===== src/rtl/mshr_pkg.sv =====
package mshr_pkg;
  typedef enum logic [1:0] {
    ST_IDLE      = 2'd0,
    ST_PENDING   = 2'd1,
    ST_REQUESTED = 2'd2,
    ST_COMPLETE  = 2'd3
  } mshr_state_e;
endpackage


===== src/rtl/mshr_entry.sv =====
module mshr_entry
  import mshr_pkg::*;
#(
  parameter int ADDR_W = 16,
  parameter int DATA_W = 32,
  parameter int TAG_W  = 5
) (
  input  logic              clk,
  input  logic              rst_n,
  input  logic              alloc,
  input  logic              alloc_write,
  input  logic              alloc_cache,
  input  logic [ADDR_W-1:0] alloc_addr,
  input  logic [TAG_W-1:0]  alloc_tag,
  input  logic [DATA_W-1:0] alloc_wdata,
  input  logic              sent,
  input  logic              reply,
  input  logic [DATA_W-1:0] reply_data,
  input  logic              retire,
  output mshr_state_e       state,
  output logic              is_write,
  output logic              is_cache,
  output logic [ADDR_W-1:0] addr,
  output logic [TAG_W-1:0]  tag,
  output logic [DATA_W-1:0] wdata,
  output logic [DATA_W-1:0] rdata
);
  mshr_state_e state_q;
  assign state = state_q;

  always_ff @(posedge clk) begin
    if (!rst_n) begin
      state_q <= ST_IDLE;
    end else begin
      unique case (state_q)
        ST_IDLE:      if (alloc)  state_q <= ST_PENDING;
        ST_PENDING:   if (sent)   state_q <= ST_REQUESTED;
        ST_REQUESTED: if (reply)  state_q <= ST_COMPLETE;
        ST_COMPLETE:  if (retire) state_q <= ST_IDLE;
        default:                  state_q <= ST_IDLE;
      endcase
    end
  end

  always_ff @(posedge clk) begin
    if (!rst_n) begin
      is_write <= 1'b0;
      is_cache <= 1'b0;
      addr     <= '0;
      tag      <= '0;
      wdata    <= '0;
      rdata    <= '0;
    end else begin
      if (alloc && state_q == ST_IDLE) begin
        is_write <= alloc_write;
        is_cache <= alloc_cache;
        addr     <= alloc_addr;
        tag      <= alloc_tag;
        wdata    <= alloc_wdata;
      end
      if (reply && state_q == ST_REQUESTED) rdata <= reply_data;
    end
  end

  // allocation only ever targets a free entry
  assert_alloc_idle_R2: assert property (@(posedge clk) disable iff (!rst_n)
    alloc |-> state_q == ST_IDLE);
  // completion is reached only from the requested state
  assert_complete_from_req_R5: assert property (@(posedge clk) disable iff (!rst_n)
    (state_q == ST_COMPLETE && $past(state_q) != ST_COMPLETE) |-> $past(state_q) == ST_REQUESTED);
  // stored reply data changes only while the entry awaits a reply
  assert_rdata_guard_R6: assert property (@(posedge clk) disable iff (!rst_n)
    (state_q == ST_COMPLETE && $past(state_q) == ST_COMPLETE) |-> $stable(rdata));
endmodule


===== src/rtl/mshr_order_fifo.sv =====
module mshr_order_fifo #(
  parameter int DEPTH = 4,
  parameter int W     = 2
) (
  input  logic         clk,
  input  logic         rst_n,
  input  logic         push,
  input  logic [W-1:0] push_data,
  input  logic         pop,
  output logic         empty,
  output logic [W-1:0] head
);
  localparam int PW = (DEPTH > 1) ? $clog2(DEPTH) : 1;
  localparam int CW = $clog2(DEPTH + 1);

  logic [W-1:0]  slot [DEPTH];
  logic [PW-1:0] rd_ptr, wr_ptr;
  logic [CW-1:0] count;

  function automatic logic [PW-1:0] bump(input logic [PW-1:0] p);
    return (p == PW'(DEPTH - 1)) ? '0 : p + 1'b1;
  endfunction

  assign empty = (count == '0);
  assign head  = slot[rd_ptr];

  always_ff @(posedge clk) begin
    if (!rst_n) begin
      rd_ptr <= '0;
      wr_ptr <= '0;
      count  <= '0;
    end else begin
      if (push) wr_ptr <= bump(wr_ptr);
      if (pop)  rd_ptr <= bump(rd_ptr);
      if (push && !pop)      count <= count + 1'b1;
      else if (pop && !push) count <= count - 1'b1;
    end
  end

  always_ff @(posedge clk) begin
    if (push) slot[wr_ptr] <= push_data;
  end

  // never more pending entries than entries exist
  assert_no_overflow_R3: assert property (@(posedge clk) disable iff (!rst_n)
    push |-> (count < CW'(DEPTH) || pop));
  // a message is only taken when one is queued
  assert_no_underflow_R4: assert property (@(posedge clk) disable iff (!rst_n)
    pop |-> !empty);
endmodule


===== src/rtl/mshr_rr_arb.sv =====
module mshr_rr_arb #(
  parameter int N = 4
) (
  input  logic                 clk,
  input  logic                 rst_n,
  input  logic [N-1:0]         req,
  input  logic                 out_ready,
  output logic                 any,
  output logic [$clog2(N)-1:0] grant
);
  localparam int IW = $clog2(N);

  logic [IW-1:0] ptr_q, held_q, pick;
  logic          hold_q, found;

  always_comb begin
    pick  = '0;
    found = 1'b0;
    for (int o = 0; o < N; o++) begin
      if (!found && req[(int'(ptr_q) + o) % N]) begin
        found = 1'b1;
        pick  = IW'((int'(ptr_q) + o) % N);
      end
    end
  end

  assign any   = |req;
  assign grant = hold_q ? held_q : pick;

  always_ff @(posedge clk) begin
    if (!rst_n) begin
      ptr_q  <= '0;
      held_q <= '0;
      hold_q <= 1'b0;
    end else begin
      hold_q <= any && !out_ready;
      held_q <= grant;
      if (any && out_ready) ptr_q <= IW'((int'(grant) + 1) % N);
    end
  end

  // the grant always names a requesting entry
  assert_grant_valid_R7: assert property (@(posedge clk) disable iff (!rst_n)
    any |-> req[grant]);
  // a stalled grant is kept in the next cycle
  assert_grant_hold_R8: assert property (@(posedge clk) disable iff (!rst_n)
    (any && !out_ready) |=> grant == $past(grant));
endmodule


===== src/rtl/mshr_unit.sv =====
module mshr_unit
  import mshr_pkg::*;
#(
  parameter int NUM_ENTRIES = 4,
  parameter int ADDR_W      = 16,
  parameter int DATA_W      = 32,
  parameter int TAG_W       = 5,
  localparam int IDX_W      = $clog2(NUM_ENTRIES)
) (
  input  logic              clk,
  input  logic              rst_n,
  input  logic              req_valid,
  output logic              req_ready,
  input  logic              req_write,
  input  logic              req_cacheable,
  input  logic [ADDR_W-1:0] req_addr,
  input  logic [TAG_W-1:0]  req_tag,
  input  logic [DATA_W-1:0] req_wdata,
  output logic              net_tx_valid,
  input  logic              net_tx_ready,
  output logic [IDX_W-1:0]  net_tx_entry,
  output logic              net_tx_write,
  output logic              net_tx_cacheable,
  output logic [ADDR_W-1:0] net_tx_addr,
  output logic [DATA_W-1:0] net_tx_wdata,
  input  logic              net_rx_valid,
  output logic              net_rx_ready,
  input  logic [IDX_W-1:0]  net_rx_entry,
  input  logic [DATA_W-1:0] net_rx_data,
  output logic              rx_err,
  output logic              rsp_valid,
  input  logic              rsp_ready,
  output logic [TAG_W-1:0]  rsp_tag,
  output logic              rsp_write,
  output logic [DATA_W-1:0] rsp_data
);
  mshr_state_e       e_state [NUM_ENTRIES];
  logic              e_write [NUM_ENTRIES];
  logic              e_cache [NUM_ENTRIES];
  logic [ADDR_W-1:0] e_addr  [NUM_ENTRIES];
  logic [TAG_W-1:0]  e_tag   [NUM_ENTRIES];
  logic [DATA_W-1:0] e_wdata [NUM_ENTRIES];
  logic [DATA_W-1:0] e_rdata [NUM_ENTRIES];

  logic [NUM_ENTRIES-1:0] idle_vec, done_vec;
  logic [IDX_W-1:0]       alloc_idx, head_idx, rsp_idx;
  logic                   fifo_empty, req_fire, tx_fire, rsp_fire, rx_hit;

  always_comb begin
    for (int i = 0; i < NUM_ENTRIES; i++) begin
      idle_vec[i] = (e_state[i] == ST_IDLE);
      done_vec[i] = (e_state[i] == ST_COMPLETE);
    end
  end

  // lowest free entry wins allocation
  always_comb begin
    alloc_idx = '0;
    for (int i = NUM_ENTRIES - 1; i >= 0; i--) begin
      if (idle_vec[i]) alloc_idx = IDX_W'(i);
    end
  end

  assign req_ready = |idle_vec;
  assign req_fire  = req_valid && req_ready;
  assign tx_fire   = net_tx_valid && net_tx_ready;
  assign rsp_fire  = rsp_valid && rsp_ready;

  assign net_rx_ready = 1'b1;
  assign rx_hit       = net_rx_valid && (e_state[net_rx_entry] == ST_REQUESTED);
  assign rx_err       = net_rx_valid && !rx_hit;

  mshr_order_fifo #(.DEPTH(NUM_ENTRIES), .W(IDX_W)) i_order (
    .clk       (clk),
    .rst_n     (rst_n),
    .push      (req_fire),
    .push_data (alloc_idx),
    .pop       (tx_fire),
    .empty     (fifo_empty),
    .head      (head_idx)
  );

  mshr_rr_arb #(.N(NUM_ENTRIES)) i_arb (
    .clk       (clk),
    .rst_n     (rst_n),
    .req       (done_vec),
    .out_ready (rsp_ready),
    .any       (rsp_valid),
    .grant     (rsp_idx)
  );

  for (genvar g = 0; g < NUM_ENTRIES; g++) begin : g_entry
    mshr_entry #(.ADDR_W(ADDR_W), .DATA_W(DATA_W), .TAG_W(TAG_W)) i_entry (
      .clk         (clk),
      .rst_n       (rst_n),
      .alloc       (req_fire && alloc_idx == IDX_W'(g)),
      .alloc_write (req_write),
      .alloc_cache (req_cacheable),
      .alloc_addr  (req_addr),
      .alloc_tag   (req_tag),
      .alloc_wdata (req_wdata),
      .sent        (tx_fire && head_idx == IDX_W'(g)),
      .reply       (rx_hit && net_rx_entry == IDX_W'(g)),
      .reply_data  (net_rx_data),
      .retire      (rsp_fire && rsp_idx == IDX_W'(g)),
      .state       (e_state[g]),
      .is_write    (e_write[g]),
      .is_cache    (e_cache[g]),
      .addr        (e_addr[g]),
      .tag         (e_tag[g]),
      .wdata       (e_wdata[g]),
      .rdata       (e_rdata[g])
    );
  end

  assign net_tx_valid     = !fifo_empty;
  assign net_tx_entry     = head_idx;
  assign net_tx_write     = e_write[head_idx];
  assign net_tx_cacheable = e_cache[head_idx];
  assign net_tx_addr      = e_addr[head_idx];
  assign net_tx_wdata     = e_wdata[head_idx];

  assign rsp_tag   = e_tag[rsp_idx];
  assign rsp_write = e_write[rsp_idx];
  assign rsp_data  = e_rdata[rsp_idx];

  // a stalled message stays put
  assert_tx_stable_R4: assert property (@(posedge clk) disable iff (!rst_n)
    (net_tx_valid && !net_tx_ready) |=> (net_tx_valid && $stable(net_tx_entry) && $stable(net_tx_addr)));
  // the entry being sent is one that is pending
  assert_tx_pending_R4: assert property (@(posedge clk) disable iff (!rst_n)
    net_tx_valid |-> e_state[net_tx_entry] == ST_PENDING);
  // a stalled reply stays put
  assert_rsp_stable_R8: assert property (@(posedge clk) disable iff (!rst_n)
    (rsp_valid && !rsp_ready) |=> (rsp_valid && $stable(rsp_tag) && $stable(rsp_data)));
  // a retired entry frees space
  assert_ready_after_retire_R9: assert property (@(posedge clk) disable iff (!rst_n)
    rsp_fire |=> req_ready);
  // flagged replies leave no mark on the reply stream
  assert_err_no_effect_R6: assert property (@(posedge clk) disable iff (!rst_n)
    (rx_err && !rsp_valid) |=> !rsp_valid);
endmodule


===== config.mk =====
export PLATFORM = sky130hd
export DESIGN_NAME = mshr_unit
export DESIGN_NICKNAME = d
export VERILOG_FILES = /design/src/rtl/mshr_pkg.sv /design/src/rtl/mshr_entry.sv /design/src/rtl/mshr_order_fifo.sv /design/src/rtl/mshr_rr_arb.sv /design/src/rtl/mshr_unit.sv
export SDC_FILE = /design/constraint.sdc
export NUM_CORES = 1
export LEC_CHECK = 0
export BUFFER_PORTS_ARGS = -buffer_cell sky130_fd_sc_hd__buf_2
export CORE_ASPECT_RATIO = 0.5
export CORE_MARGIN = 3
export CORE_UTILIZATION = 45
export DETAILED_ROUTE_END_ITERATION = 10
export GPL_TIMING_DRIVEN = 0
export SLEW_MARGIN = 5
export SYNTH_ARGS = -nofsm -noshare
export SYNTH_HDL_FRONTEND = slang
export SYNTH_HIERARCHICAL = 1
export SYNTH_SLANG_ARGS = --single-unit

===== constraint.sdc =====
create_clock -name clk -period 2.87 [get_ports clk]
set_input_delay 0.287 -clock clk [delete_from_list [all_inputs] [get_ports clk]]
set_output_delay 0.287 -clock clk [all_outputs]
set_load 0.03 [all_outputs]

==> flow_metrics.env <==
export IMPL_grt_setup_unrepaired="yes"
export IMPL_leakage_nw=7.57
export IMPL_clk_path_buf_depth=3
export IMPL_clockRootBuffer="clkbuf_16"
export IMPL_numPortBuffers=188
export IMPL_grt_max_degree=17
export IMPL_fin_nets=2204
export IMPL_power_total_mw=16.0
export IMPL_gr_total_overflow=0
export IMPL_post_dp_hpwl_mm=33.7
export IMPL_p_per_area_nw_per_um2=748
export IMPL_status="finished, violations left"
export IMPL_crit_path_end_kind="primary output"
export IMPL_synth_top_cells_by_count="nand2_1, dfxtp_1, a21boi_2, a21boi_0, mux4_2"
export IMPL_required_ps=2580
export IMPL_track_usage_pct=23.4
export IMPL_syn_cell_area_um2=18100
export IMPL_drive_gt1_share_pct=32.7
export IMPL_grt_pass1_vias=13600
export IMPL_crit_arrival_ps=2610
export IMPL_clock_sinks=378
export IMPL_cp_buffers_inverters=4
export IMPL_seq_area_frac_synth_pct=42.3
export IMPL_m1WireLength_mm=22.7
export IMPL_antenna_found_initial=6
export IMPL_synthTopCellsByArea="dfxtp_1, nand2_1, mux4_2"
export IMPL_num_vias=13600
export IMPL_cp_top_family="buffers and inverters"
export IMPL_drt_wl_total_mm=50.2
export IMPL_clock_latency_ps=540
export IMPL_rows=51
export IMPL_peakVddDrop_v=0.000379
export IMPL_fin_skew_ps=14.0
export IMPL_synthCells=1841
export IMPL_post_route_drc_count=0
export IMPL_drt_first_pass_iters=5
export IMPL_drt_iter0_drc=791
export IMPL_relSlewSlack_pct=53.9
export IMPL_synth_edff_count=8
export IMPL_drv_cap=0
export IMPL_setup_viol=5
export IMPL_dp_slack_ps=67.2
export IMPL_synth_top_area_share_pct=41.0
export IMPL_synth_most_common_cell="nand2_1"
export IMPL_die_area_um2=42800
export IMPL_layout_min_cycle_time_ps=2900
export IMPL_start_util_pct=46.1
export IMPL_clkTransAtPathRegs_ps=70
export IMPL_violations="negative setup slack"
export IMPL_setup_slack_ps=-29.2
export IMPL_synth_area_leader_cell="dfxtp_1"
export IMPL_critPathKind="flip-flop to primary output"
export IMPL_hold_violations=0
export IMPL_worst_pin_slew_ps=691
export IMPL_cts_buffers=37
export IMPL_timing_final_crit_share_pct=101
export IMPL_die_w_um=289
export IMPL_cpPeakStageDelay_ps=520
export IMPL_wl_met3_mm=2.43
export IMPL_highest_layer="met5"
export IMPL_synthArstFlopShare_pct=0
export IMPL_critPathMaxFanout=8
export IMPL_vias_per_cell=5.15
export IMPL_area_growth_pct=18.6
export IMPL_cp_cell_sequence="and2_4, o211ai_1, nand4_1, nand3_2, buf_12, buf_12, buf_16, mux4_2, buf_6"
export IMPL_place_congestion=0.798
export IMPL_synth_nets=1959
export IMPL_crit_slowest_cell="mux4_2"
export IMPL_avgSynthCellArea_um2=9.82
export IMPL_slew_viol_final=0
export IMPL_coreArea_um2=39200
export IMPL_fmax_mhz=345
export IMPL_die_h_um=148
export IMPL_holdCritPathClass="primary input to flip-flop"
export IMPL_cts_max_level=2
export IMPL_synth_seq_cells=378
export IMPL_met2_length_mm=24.1
export IMPL_synth_main_ff_cell="dfxtp_1"
export IMPL_postRouteAntennaNets=0
export IMPL_pin_count=190
export IMPL_yosys_warnings=6
export IMPL_cp_start_kind="flip-flop"
export IMPL_cpMostUsedCell="buf_12"
export IMPL_tritoncts="done"
export IMPL_synth_distinct_cells=57
export IMPL_grt_pass1_wl_mm=78.4
export IMPL_post_drt_wl_per_cell_um=19.0
==> layout make-up <==
type                            count  area (um2)
Fill cell                        3642       17800
Timing Repair Buffer              207        1320
Multi-Input combinational cell   1306        9390
Clock inverter                     12         141
Buffer                            134        1040
Sequential cell                   378        7680
Inverter                           22        82.6
Tap cell                          530         663
Antenna cell                        5        12.5
Clock buffer                       56        1120
==> flip-flops by register name, summed over array words and instances, names as in the netlist, 3 cells and up, named ones only <==
| signal | cells |
|---|---|
| g_entry.i_entry/wdata | 128 |
| g_entry.i_entry/addr | 64 |
| i_order/slot | 8 |
| g_entry.i_entry/is_cache | 4 |
| i_order/count | 3 |
| g_entry.i_entry/is_write | 4 |
| g_entry.i_entry/state | 8 |
| g_entry.i_entry/tag | 20 |
| g_entry.i_entry/rdata | 128 |
==> kinds of logic (layout without fill, tap and decap cells) <==
group / Yosys count / after routing / synth area share (%)
flops: 378 / 378 / 42.3
compound gates: 375 / 375 / 19.3
fa+ha+maj: 23 / 23 / 1.63
other cells: 1 / 6 / 0.0207
simple gates: 804 / 804 / 18.9
mux: 101 / 101 / 11.9
buf+inv: 157 / 431 / 5.91
xor+xnor: 2 / 2 / 0.0969
==> timing repair <==
action / CTS / global route
hold buffers: 5 / 0
gates cloned: 2 / 0
hold endpoints to repair: 15 / 0
pin swaps: 4 / 2
gates resized for setup: 70 / 43
buffers inserted: 7 / 5
setup endpoints to repair: 38 / 40
==> per-stage QoR <==
stage | hold slack, ps | std cells | setup TNS (ps) | instance area [um2] | util, %
5_1_grt | 10.5 | 2650 | -1930 | 21400 | 54.7
6_report | 19.2 | 2650 | -96.1 | 21400 | 54.7
4_1_cts | 0.160 | 2640 | -256 | 21300 | 54.3
3_5_place_dp | 441 | 2559 | 0 | 19700 | 50.1
2_1_floorplan | 405 | 1841 | 0 | 18100 | -
3_3_place_gp | 439 | 2559 | 0 | 19700 | 50.1
==> placed cells by master (no fill, tap or decap), types with 3 or more instances in the layout <==
cell type      count
buf_8              8
nor2b_1           18
nor3b_1            3
nand2_2           84
and2_4             8
and2_1            11
buf_6             34
buf_1             12
mux2i_1           11
ha_1              22
edfxtp_1           8
dfxtp_4            7
nor2_1            11
buf_2            188
a21boi_2         160
clkbuf_1          61
clkbuf_8           8
buf_12            22
buf_4             18
a2111oi_4          4
a21boi_1          42
o21ai_0            6
nand2_1          645
mux4_2            88
clkinv_2           7
clkbuf_16         39
dfxtp_1          360
diode_2            5
nor3_1             5
dlygate4sd3_1      5
a21boi_0         149
dfxtp_2            3
inv_1             22
bufinv_16          3
==> tightest hold or removal path, cell delays in order <==
cell      delay, ps
buf_2           120
nand2_1          60
a21boi_1         50
==> per-layer routing <==
layer  track usage, %  vias to the layer above
li1                 -                     6672
met1             31.8                     6630
met2             39.1                      272
met3             3.82                       73
met4             5.99                        2
met5                0                        -
==> path summary, 6_finish.rpt <==
path / startpoint / end / slack [ps] / cells past startpoint
setup / recovery: g_entry[2].i_entry/state[0]$_SDFFE_PN0P_ / rsp_tag[2] / -30 / 9
hold / removal: req_wdata[11] / g_entry[2].i_entry/wdata[11]$_SDFFE_PN0P_ / 20 / 3
setup reg to reg: g_entry[2].i_entry/state[1]$_SDFFE_PN0P_ / i_order/count[2]$_SDFFE_PN0P_ / 190 / 10
hold reg to reg: g_entry[3].i_entry/wdata[18]$_SDFFE_PN0P_ / g_entry[3].i_entry/wdata[18]$_SDFFE_PN0P_ / 450 / 2
==> power by group <==
group          switching, mW  internal [mW]  total, mW
Sequential             0.289           5.78       6.07
Combinational           2.85           2.03       4.88
Clock                   2.13           2.98       5.10
Total                   5.26           10.8       16.0
No activity file was read; power rests on OpenSTA's default activity.
